[config.mk]
export PLATFORM = sky130hd
export DESIGN_NAME = pkt_xor_scrambler
export DESIGN_NICKNAME = d
export VERILOG_FILES = /design/src/rtl/pxs_pkg.sv /design/src/rtl/pxs_offset_tracker.sv /design/src/rtl/pxs_key_hold.sv /design/src/rtl/pxs_lane_xor.sv /design/src/rtl/pkt_xor_scrambler.sv
export SDC_FILE = /design/constraint.sdc
export NUM_CORES = 1
export LEC_CHECK = 0
export BUFFER_PORTS_ARGS = -buffer_cell sky130_fd_sc_hd__buf_2
export CORE_ASPECT_RATIO = 1.75
export CORE_MARGIN = 4
export CORE_UTILIZATION = 45
export CTS_CLUSTER_DIAMETER = 50
export DETAILED_ROUTE_END_ITERATION = 12
export PLACE_DENSITY = 0.8
export SLEW_MARGIN = 10
export SYNTH_ARGS = -nofsm -noshare
export SYNTH_HDL_FRONTEND = slang
export SYNTH_SLANG_ARGS = --single-unit
[constraint.sdc]
create_clock -name clk -period 1.7 [get_ports clk]
set_clock_uncertainty 0.05 [all_clocks]
set_input_delay 0.085 -clock clk [delete_from_list [all_inputs] [get_ports clk]]
set_output_delay 0.085 -clock clk [all_outputs]
set_load 0.02 [all_outputs]
[src/rtl/pxs_pkg.sv]
package pxs_pkg;

   typedef enum logic {
      LANE_MSB_FIRST = 1'b0,
      LANE_LSB_FIRST = 1'b1
   } lane_order_e;

   // byte position on the bus -> wire order lane
   function automatic int lane_of(input int byte_pos, input int lanes, input lane_order_e order);
      return (order == LANE_MSB_FIRST) ? (lanes - 1 - byte_pos) : byte_pos;
   endfunction

endpackage

[src/rtl/pxs_offset_tracker.sv]
module pxs_offset_tracker #(
   parameter int IDX_W = 3,
   parameter int LIMIT = 6
) (
   input  logic             clk,
   input  logic             rst_n,
   input  logic             beat_fire,
   input  logic             beat_sop,
   input  logic             beat_eop,
   output logic [IDX_W-1:0] beat_idx
);
   localparam logic [IDX_W-1:0] LIM = IDX_W'(LIMIT);

   logic [IDX_W-1:0] cnt_q;

   // a start beat always restarts the word count
   assign beat_idx = beat_sop ? '0 : cnt_q;

   always_ff @(posedge clk) begin
      if (!rst_n) begin
         cnt_q <= '0;
      end else if (beat_fire) begin
         if (beat_eop)
            cnt_q <= '0;
         else if (beat_idx == LIM)
            cnt_q <= LIM;
         else
            cnt_q <= beat_idx + 1'b1;
      end
   end
endmodule

[src/rtl/pxs_key_hold.sv]
module pxs_key_hold #(
   parameter int KEY_W = 32
) (
   input  logic             clk,
   input  logic             rst_n,
   input  logic             wr_en,
   input  logic [KEY_W-1:0] wr_data,
   input  logic             beat_sop,
   input  logic             sop_fire,
   output logic [KEY_W-1:0] key_now,
   output logic [KEY_W-1:0] key_act
);
   logic [KEY_W-1:0] key_pend;

   // the start beat already sees the pending key
   assign key_now = beat_sop ? key_pend : key_act;

   always_ff @(posedge clk) begin
      if (!rst_n) begin
         key_pend <= '0;
         key_act  <= '0;
      end else begin
         if (wr_en)
            key_pend <= wr_data;
         if (sop_fire)
            key_act <= key_pend;
      end
   end
endmodule

[src/rtl/pxs_lane_xor.sv]
module pxs_lane_xor
   import pxs_pkg::*;
#(
   parameter int          DATA_W    = 64,
   parameter int          KEY_W     = 32,
   parameter int          HDR_BYTES = 42,
   parameter int          IDX_W     = 3,
   parameter lane_order_e ORDER     = LANE_MSB_FIRST
) (
   input  logic [DATA_W-1:0]   data_i,
   input  logic [DATA_W/8-1:0] keep_i,
   input  logic [IDX_W-1:0]    idx_i,
   input  logic [KEY_W-1:0]    key_i,
   output logic [DATA_W-1:0]   data_o
);
   localparam int LANES    = DATA_W / 8;
   localparam int REP      = DATA_W / KEY_W;
   localparam int HDR_WORD = HDR_BYTES / LANES;
   localparam int HDR_LANE = HDR_BYTES % LANES;
   localparam logic [IDX_W-1:0] SPLIT_IDX = IDX_W'(HDR_WORD);

   logic [DATA_W-1:0] key_rep;
   logic              past_split;
   logic              at_split;

   assign key_rep    = {REP{key_i}};
   assign past_split = (idx_i > SPLIT_IDX);
   assign at_split   = (idx_i == SPLIT_IDX);

   for (genvar i = 0; i < LANES; i++) begin : g_byte
      localparam int LANE = lane_of(i, LANES, ORDER);
      logic pay;
      if (LANE >= HDR_LANE) begin : g_after
         assign pay = past_split | at_split;
      end else begin : g_before
         assign pay = past_split;
      end
      assign data_o[8*i +: 8] = (pay && keep_i[i]) ? (data_i[8*i +: 8] ^ key_rep[8*i +: 8])
                                                   : data_i[8*i +: 8];
   end
endmodule

[src/rtl/pkt_xor_scrambler.sv]
module pkt_xor_scrambler
   import pxs_pkg::*;
#(
   parameter int          DATA_W     = 64,
   parameter int          KEY_W      = 32,
   parameter int          HDR_BYTES  = 42,
   parameter lane_order_e LANE_ORDER = LANE_MSB_FIRST
) (
   input  logic                clk,
   input  logic                rst_n,
   input  logic                key_wr_en,
   input  logic [KEY_W-1:0]    key_wr_data,
   input  logic                in_valid,
   output logic                in_ready,
   input  logic [DATA_W-1:0]   in_data,
   input  logic [DATA_W/8-1:0] in_keep,
   input  logic                in_sop,
   input  logic                in_eop,
   output logic                out_valid,
   input  logic                out_ready,
   output logic [DATA_W-1:0]   out_data,
   output logic [DATA_W/8-1:0] out_keep,
   output logic                out_sop,
   output logic                out_eop
);
   localparam int LANES    = DATA_W / 8;
   localparam int HDR_WORD = HDR_BYTES / LANES;
   localparam int IDX_W    = $clog2(HDR_WORD + 2);

   if (DATA_W % 8 != 0) begin : g_bad_data
      $error("DATA_W must be a whole number of bytes");
   end
   if (KEY_W % 8 != 0 || DATA_W % KEY_W != 0) begin : g_bad_key
      $error("KEY_W must be bytes and divide DATA_W");
   end
   if (HDR_BYTES < LANES) begin : g_bad_hdr
      $error("HDR_BYTES must cover at least one bus word");
   end

   logic              fire;
   logic [IDX_W-1:0]  beat_idx;
   logic [KEY_W-1:0]  key_now;
   logic [KEY_W-1:0]  key_act;
   logic [DATA_W-1:0] scr_data;

   assign in_ready = out_ready || !out_valid;
   assign fire     = in_valid && in_ready;

   pxs_offset_tracker #(
      .IDX_W (IDX_W),
      .LIMIT (HDR_WORD + 1)
   ) u_offs (
      .clk       (clk),
      .rst_n     (rst_n),
      .beat_fire (fire),
      .beat_sop  (in_sop),
      .beat_eop  (in_eop),
      .beat_idx  (beat_idx)
   );

   pxs_key_hold #(
      .KEY_W (KEY_W)
   ) u_key (
      .clk      (clk),
      .rst_n    (rst_n),
      .wr_en    (key_wr_en),
      .wr_data  (key_wr_data),
      .beat_sop (in_sop),
      .sop_fire (fire && in_sop),
      .key_now  (key_now),
      .key_act  (key_act)
   );

   pxs_lane_xor #(
      .DATA_W    (DATA_W),
      .KEY_W     (KEY_W),
      .HDR_BYTES (HDR_BYTES),
      .IDX_W     (IDX_W),
      .ORDER     (LANE_ORDER)
   ) u_xor (
      .data_i (in_data),
      .keep_i (in_keep),
      .idx_i  (beat_idx),
      .key_i  (key_now),
      .data_o (scr_data)
   );

   always_ff @(posedge clk) begin
      if (!rst_n) begin
         out_valid <= 1'b0;
         out_data  <= '0;
         out_keep  <= '0;
         out_sop   <= 1'b0;
         out_eop   <= 1'b0;
      end else if (fire) begin
         out_valid <= 1'b1;
         out_data  <= scr_data;
         out_keep  <= in_keep;
         out_sop   <= in_sop;
         out_eop   <= in_eop;
      end else if (out_ready) begin
         out_valid <= 1'b0;
      end
   end
endmodule

==> results of run 1 <==
cells in the mapped netlist (11+ instances only):
library cell | n | area, um^2
a21oi_1 | 109 | 546
nand4_1 | 33 | 206
o31ai_1 | 81 | 608
mux2i_1 | 32 | 320
nand2_1 | 49 | 184
or3_1 | 17 | 106
nor2_1 | 34 | 128
a311oi_1 | 65 | 569
or4_1 | 48 | 360
o21ai_0 | 26 | 130
dfxtp_1 | 142 | 2840
clkbuf_1 | 72 | 270
buf_2 | 14 | 70.1
inv_1 | 18 | 67.6
nand3_1 | 11 | 55.1
worst max-delay path, delay by kind of cell, from the launching register on:
family	cells	cell delay (ps)
compound gates	1	380
buf+inv	1	180
flops	1	370
simple gates	2	610
how the worst max path moves through the flow:
stage | cells past startpoint | end | slack, ps | start
2_1_floorplan | 7 | out_keep[0] | 50 | out_valid
3_3_place_gp | 4 | out_data[31] | 150 | u_offs.cnt_q[2]
3_5_place_dp | 4 | out_data[43] | 80 | u_offs.cnt_q[2]
4_1_cts | 4 | out_data[43] | 70 | u_offs.cnt_q[2]
5_1_grt | 4 | out_data[21] | -140 | u_offs.cnt_q[2]
6_report | 4 | out_data[21] | -3 | u_offs.cnt_q[2]
repair_timing:
item,4_1_cts,5_1_grt
hold buffers,104,0
hold endpoints to repair,104,0
setup endpoints to repair,0,16
resized for setup,0,10
metrics by stage:
| stage | TNS (ps) | power [mW] |
|---|---|---|
| after floorplan | 0 | 4.41 |
| after global placement | 0 | 4.89 |
| after detailed placement | 0 | 4.92 |
| after CTS | 0 | 9.42 |
| after global routing | -198 | 9.73 |
| final | -4.20 | 9.44 |
kinds of logic (layout without fill, tap and decap cells):
group | Yosys count | in the layout | share of synthesized area [%]
and+or+nand+nor | 199 | 199 | 16.6
DFF | 142 | 142 | 43.2
buffers and inverters | 115 | 370 | 6.93
AOI/OAI and AO/OA | 284 | 284 | 28.5
muxes | 32 | 32 | 4.86
power by group:
group	switching, mW	total [mW]	leakage (nW)	internal [mW]
clock	1.46	4.34	0.338	2.89
sequential	0.127	3.66	1.17	3.53
combinational	0.827	1.44	2.21	0.612
total	2.41	9.44	3.72	7.03
cell type report:
type | instances | area, um^2 | share of cell area (%)
clock buffer | 20 | 467 | 4.87
clock inverter | 12 | 228 | 2.38
inverter | 20 | 78.8 | 0.822
multi-input combinational | 515 | 3350 | 35.0
sequential | 142 | 2840 | 29.7
tap | 180 | 225 | 2.35
timing repair buffer | 318 | 2390 | 24.9
state kept, by name (all words and copies together) (netlist names):
signal	flops
out_eop	1
out_valid	1
u_offs.cnt_q	3
u_key.key_act	32
out_sop	1
u_key.key_pend	32
out_keep	8
out_data	64
layer usage:
metal	track usage [%]	part of all wire, %
met5	0	0
met4	15.0	6.7
met3	5.68	7.2
met2	42.9	49
met1	32.1	37
==> results.yml, run 1 <==
timing:
  max_slew.worst_pin.slew_ps: 491
  slew_viol_final: 0
  period_share_pct: 100
  whs_ps: 20.8
  fmax_mhz: 587
  worst_slack_ps: -2.72
  setup_violations: 2
  period_needed_ps: 1700
  maxSlewHeadroom_pct: 67.0
  finalHoldViolations: 0
setup_path:
  crit_type: "flop to flop"
  required_ps: 1940
  worstPathCellList: "nand2b_4 > buf_16 > or4_1 > a311oi_1"
  r2r-start: "u_offs.cnt_q[2]"
  reg2regPathDepth: 4
  crit_path_end_kind: "flop"
  r2r-end: "out_data[21]"
  max_stage_delay_ps: 500
  start_kind: "flop"
  cp_data_arrival_time_ps: 1950
  critPathMaxFanout: 24
  worst_path_max_delay_cell: "or4_1"
  reg2reg_slack_ps: -3
hold_path:
  hold_path.class: "primary input to flop"
  holdCritStartpoint: "in_keep[5]"
  hold_depth: 3
  worstHoldEndpoint: "out_keep[5]"
die:
  fp.dieH_um: 168
  core-area_um2: 14400
  dieArea_um2: 16700
  io_pins: 187
  row_count: 58
  initial_core_util_pct: 45.8
  die_w_um: 99.5
grt:
  overflow: 0
  grt_pass1_vias: 7137
  grt_pass1_wl_mm: 36.0
  antenna_found_initial: 0
  grt_max_degree: 97
  grt.total_usage_pct: 26.4
layout:
  final_cell_mix: "185 x buf_2, 141 x dfxtp_1, 109 x a21oi_1, 104 x dlygate4sd3_1, 81 x o31ai_1"
  fin_nets: 1125
  fillCellCount: 1094
  diodes: 0
  drive_above_1_share_pct: 25.4
  final_common_cell: "buf_2"
  final_cell_area_um2: 9580
  area_growth_pct: 45.5
  post-route-util_pct: 66.7
  instances_no_fill: 1207
synth:
  synth_edf_count: 0
  syn_inst: 772
  synth_area_per_cell_um2: 8.53
  yosys_warnings: 0
  seq_area_frac_synth_pct: 43.2
  synth_area_um2: 6590
  yosysUniqueCellTypes: 28
  ys_ff_latch: 142
  async_flop_share_pct: 0
  yosys_most_used_dff: "dfxtp_1"
  syn-num-nets: 883
placed_design:
  place_area_um2: 7750
  place_congestion: 0.857
  place_inst: 1069
  dp_hpwl_mm: 13.9
  dp_worst_setup_slack_ps: 75.3
  port_buffers: 186
clock_tree:
  h-tree-depth: 4
  clkSinkCount: 142
  cts_buffers: 17
  clk_pin_slew_ps: 60
  clock_latency_ps: 420
  cts_tree: "yes"
  clock_path_buffers: 2
  cts-root-buf: "clkbuf_16"
  cts_setup_buffers: 0
status:
  status: "finished with violations"
  violations: "negative setup slack"
drt:
  wl_per_cell_um: 19.5
  drt_iter0_drc: 809
  drc_errors: 0
  wl_mm: 23.6
  ant_nets: 0
  firstDrtPassIters: 6
  routed-via-count: 7571
  vias_per_cell: 6.27
power:
  p_leak_nw: 3.72
  ir_drop_v: 0.000648
  power_density_nw_per_um2: 985
run:
  drv_cap: 0
No activity file was read; power rests on OpenSTA's default activity.
==> run 2: changes to the inputs <==
Clock period 1.7 ns to 1.6 ns, I/O delays scaled along.
==> run 2 against run 1 <==
  * Sequential share of layout area is 0.097 points lower
  * The run still ends with negative setup slack left
  * Critical path depth unchanged
  * Maximum frequency is 3.9% higher
  * Critical path type unchanged
  * Hold slack better by 7.4 ps
  * Die area did not move
  * Utilization rose by 0.28 points
  * Global-route usage rose by 0.53 points
==> results.yml, run 2 (synthesis gave the netlist of run 1 again) <==
drt:
  drc_errors: 0
  vias_per_cell: 6.30
  wl_per_cell_um: 19.5
  wl_mm: 23.6
  routed-via-count: 7647
  firstDrtPassIters: 7
  drt_iter0_drc: 820
  ant_nets: 0
setup_path:
  reg2regPathDepth: 4
  startpoint: "u_offs.cnt_q[2]"
  worstPathCellList: "nand2b_4 > buf_12 > or4_1 > a311oi_1"
  max_stage_delay_ps: 540
  cp_data_arrival_time_ps: 1910
  start_kind: "flop"
  critPathMaxFanout: 34
  r2r-end: "out_data[17]"
  r2r-start: "u_offs.cnt_q[2]"
  worst_path_max_delay_cell: "or4_1"
  worstSetupEndpoint: "out_data[17]"
  reg2reg_slack_ps: -40
  crit_path_end_kind: "flop"
  crit_type: "flop to flop"
  required_ps: 1870
die:
  initial_core_util_pct: 45.8
  dieArea_um2: 16700
  row_count: 58
  io_pins: 187
  core-area_um2: 14400
  fp.dieH_um: 168
  die_w_um: 99.5
placed_design:
  port_buffers: 186
  place_congestion: 0.880
  dp_hpwl_mm: 13.8
  place_area_um2: 7770
  dp_worst_setup_slack_ps: 3.60
timing:
  rsz0062_at_grt: "true"
  max_slew.worst_pin.slew_ps: 520
  fmax_mhz: 610
  period_needed_ps: 1640
  maxSlewHeadroom_pct: 65.3
  period_share_pct: 102
  slew_viol_final: 0
  setup_violations: 2
  finalHoldViolations: 0
  worst_slack_ps: -39.3
grt:
  overflow: 0
  grt_pass1_vias: 7113
  grt.total_usage_pct: 27.0
  antenna_found_initial: 3
  grt_pass1_wl_mm: 36.6
  grt_max_degree: 66
power:
  p_leak_nw: 3.69
  p_clk_share_pct: 41.7
  p_int_mw: 6.62
  power_density_nw_per_um2: 973
  switching_power_mw: 2.74
  p_total_mw: 9.36
  power_frac_seq_pct: 41.5
  combPwrFrac_pct: 16.8
  switching_share_pct: 29.3
  ir_drop_v: 0.000905
status:
  violations: "negative setup slack"
  status: "finished with violations"
clock_tree:
  clk_pin_slew_ps: 60
  cts_tree: "yes"
  clock_path_buffers: 2
  clkSinkCount: 142
  h-tree-depth: 4
  cts-root-buf: "clkbuf_16"
  cts_setup_buffers: 0
  clock_latency_ps: 420
  cts_buffers: 17
layout:
  fillCellCount: 1059
  final_cell_mix: "185 x buf_2, 139 x dfxtp_1, 109 x a21oi_1, 105 x dlygate4sd3_1, 81 x o31ai_1"
  final_common_cell: "buf_2"
  final_cell_area_um2: 9620
  drive_above_1_share_pct: 27.2
  fin_nets: 1127
  largest_reg_flops: 64
  largest-register: "out_data"
  area_growth_pct: 46.1
  largestRegisters: "out_data (64), u_key.key_act (32), u_key.key_pend (32)"
hold_path:
  hold_path.class: "primary input to flop"
run:
  drv_cap: 0
==> run 2: cell count changes in the layout (fill, tap and decap cells not counted), sizes merged <==
cell / previous run / this run
buf: 212 / 213
diode: 0 / 4
dlygate4sd3: 104 / 105
inv: 23 / 27
clkinvlp: 1 / 5
bufbuf: 0 / 1
bufinv: 6 / 1
clkbuf: 22 / 18
==> run 2: final cells by class <==
class / instances / area, um^2 / area share, %
clock inverters: 15 / 154 / 1.60
diodes: 4 / 10.0 / 0.104
multi-input cells: 515 / 3450 / 35.9
clock buffers: 17 / 425 / 4.42
inverters: 20 / 80.1 / 0.832
flip-flops and latches: 142 / 2850 / 29.6
well taps: 180 / 225 / 2.34
repair buffers: 320 / 2430 / 25.3
==> run 2: critical path: cells and delay by family, from the launching register on <==
kind                   cells  cell delay [ps]
and+or+nand+nor            2              630
DFF                        1              350
AOI/OAI and AO/OA          1              310
buffers and inverters      1              180
==> run 2: power groups by stage <==
stage          sequential, mW  combinational, mW  clock, mW
6_report                 3.88               1.58       3.90
5_1_grt                  3.90               1.69       4.10
4_1_cts                  3.87               1.48       3.94
3_5_place_dp             3.95               1.28          0
3_3_place_gp             3.94               1.26          0
2_1_floorplan            4.10              0.591          0
==> run 2: repair_timing <==
| action | 4_1_cts | 5_1_grt |
|---|---|---|
| hold buffers | 105 | 0 |
| gates cloned | 1 | 1 |
| setup endpoints to repair | 4 | 27 |
| pin swaps | 1 | 4 |
| gates resized for setup | 3 | 27 |
| hold endpoints to repair | 107 | 0 |
==> run 2: worst min path at each step <==
| stage | slack (ps) | from | cells past startpoint | endpoint |
|---|---|---|---|---|
| 2_1_floorplan | 150 | in_eop | 1 | u_offs.cnt_q[0] |
| 3_3_place_gp | 260 | key_wr_data[30] | 3 | u_key.key_pend[30] |
| 3_5_place_dp | 270 | key_wr_data[24] | 3 | u_key.key_pend[24] |
| 4_1_cts | 20 | in_keep[5] | 3 | out_keep[5] |
| 5_1_grt | 40 | in_keep[5] | 3 | out_keep[5] |
| 6_report | 30 | in_keep[5] | 3 | out_keep[5] |
==> run 2: metrics by stage <==
step | std cells | utilization [%] | TNS (ps) | hold WS [ps]
after floorplan | 772 | - | 0 | 147
after global placement | 1070 | 54.0 | 0 | 263
after detailed placement | 1070 | 54.0 | 0 | 275
after CTS | 1208 | 65.7 | 0 | 15.1
after global routing | 1212 | 67.0 | -186 | 35.9
final | 1213 | 67.0 | -70.1 | 28.2
==> run 2: metal layers <==
layer	share of wire [%]	GRT usage, %
met5	0	0
met4	6.1	15.8
met3	8.0	5.35
met2	48	42.9
met1	38	33.6
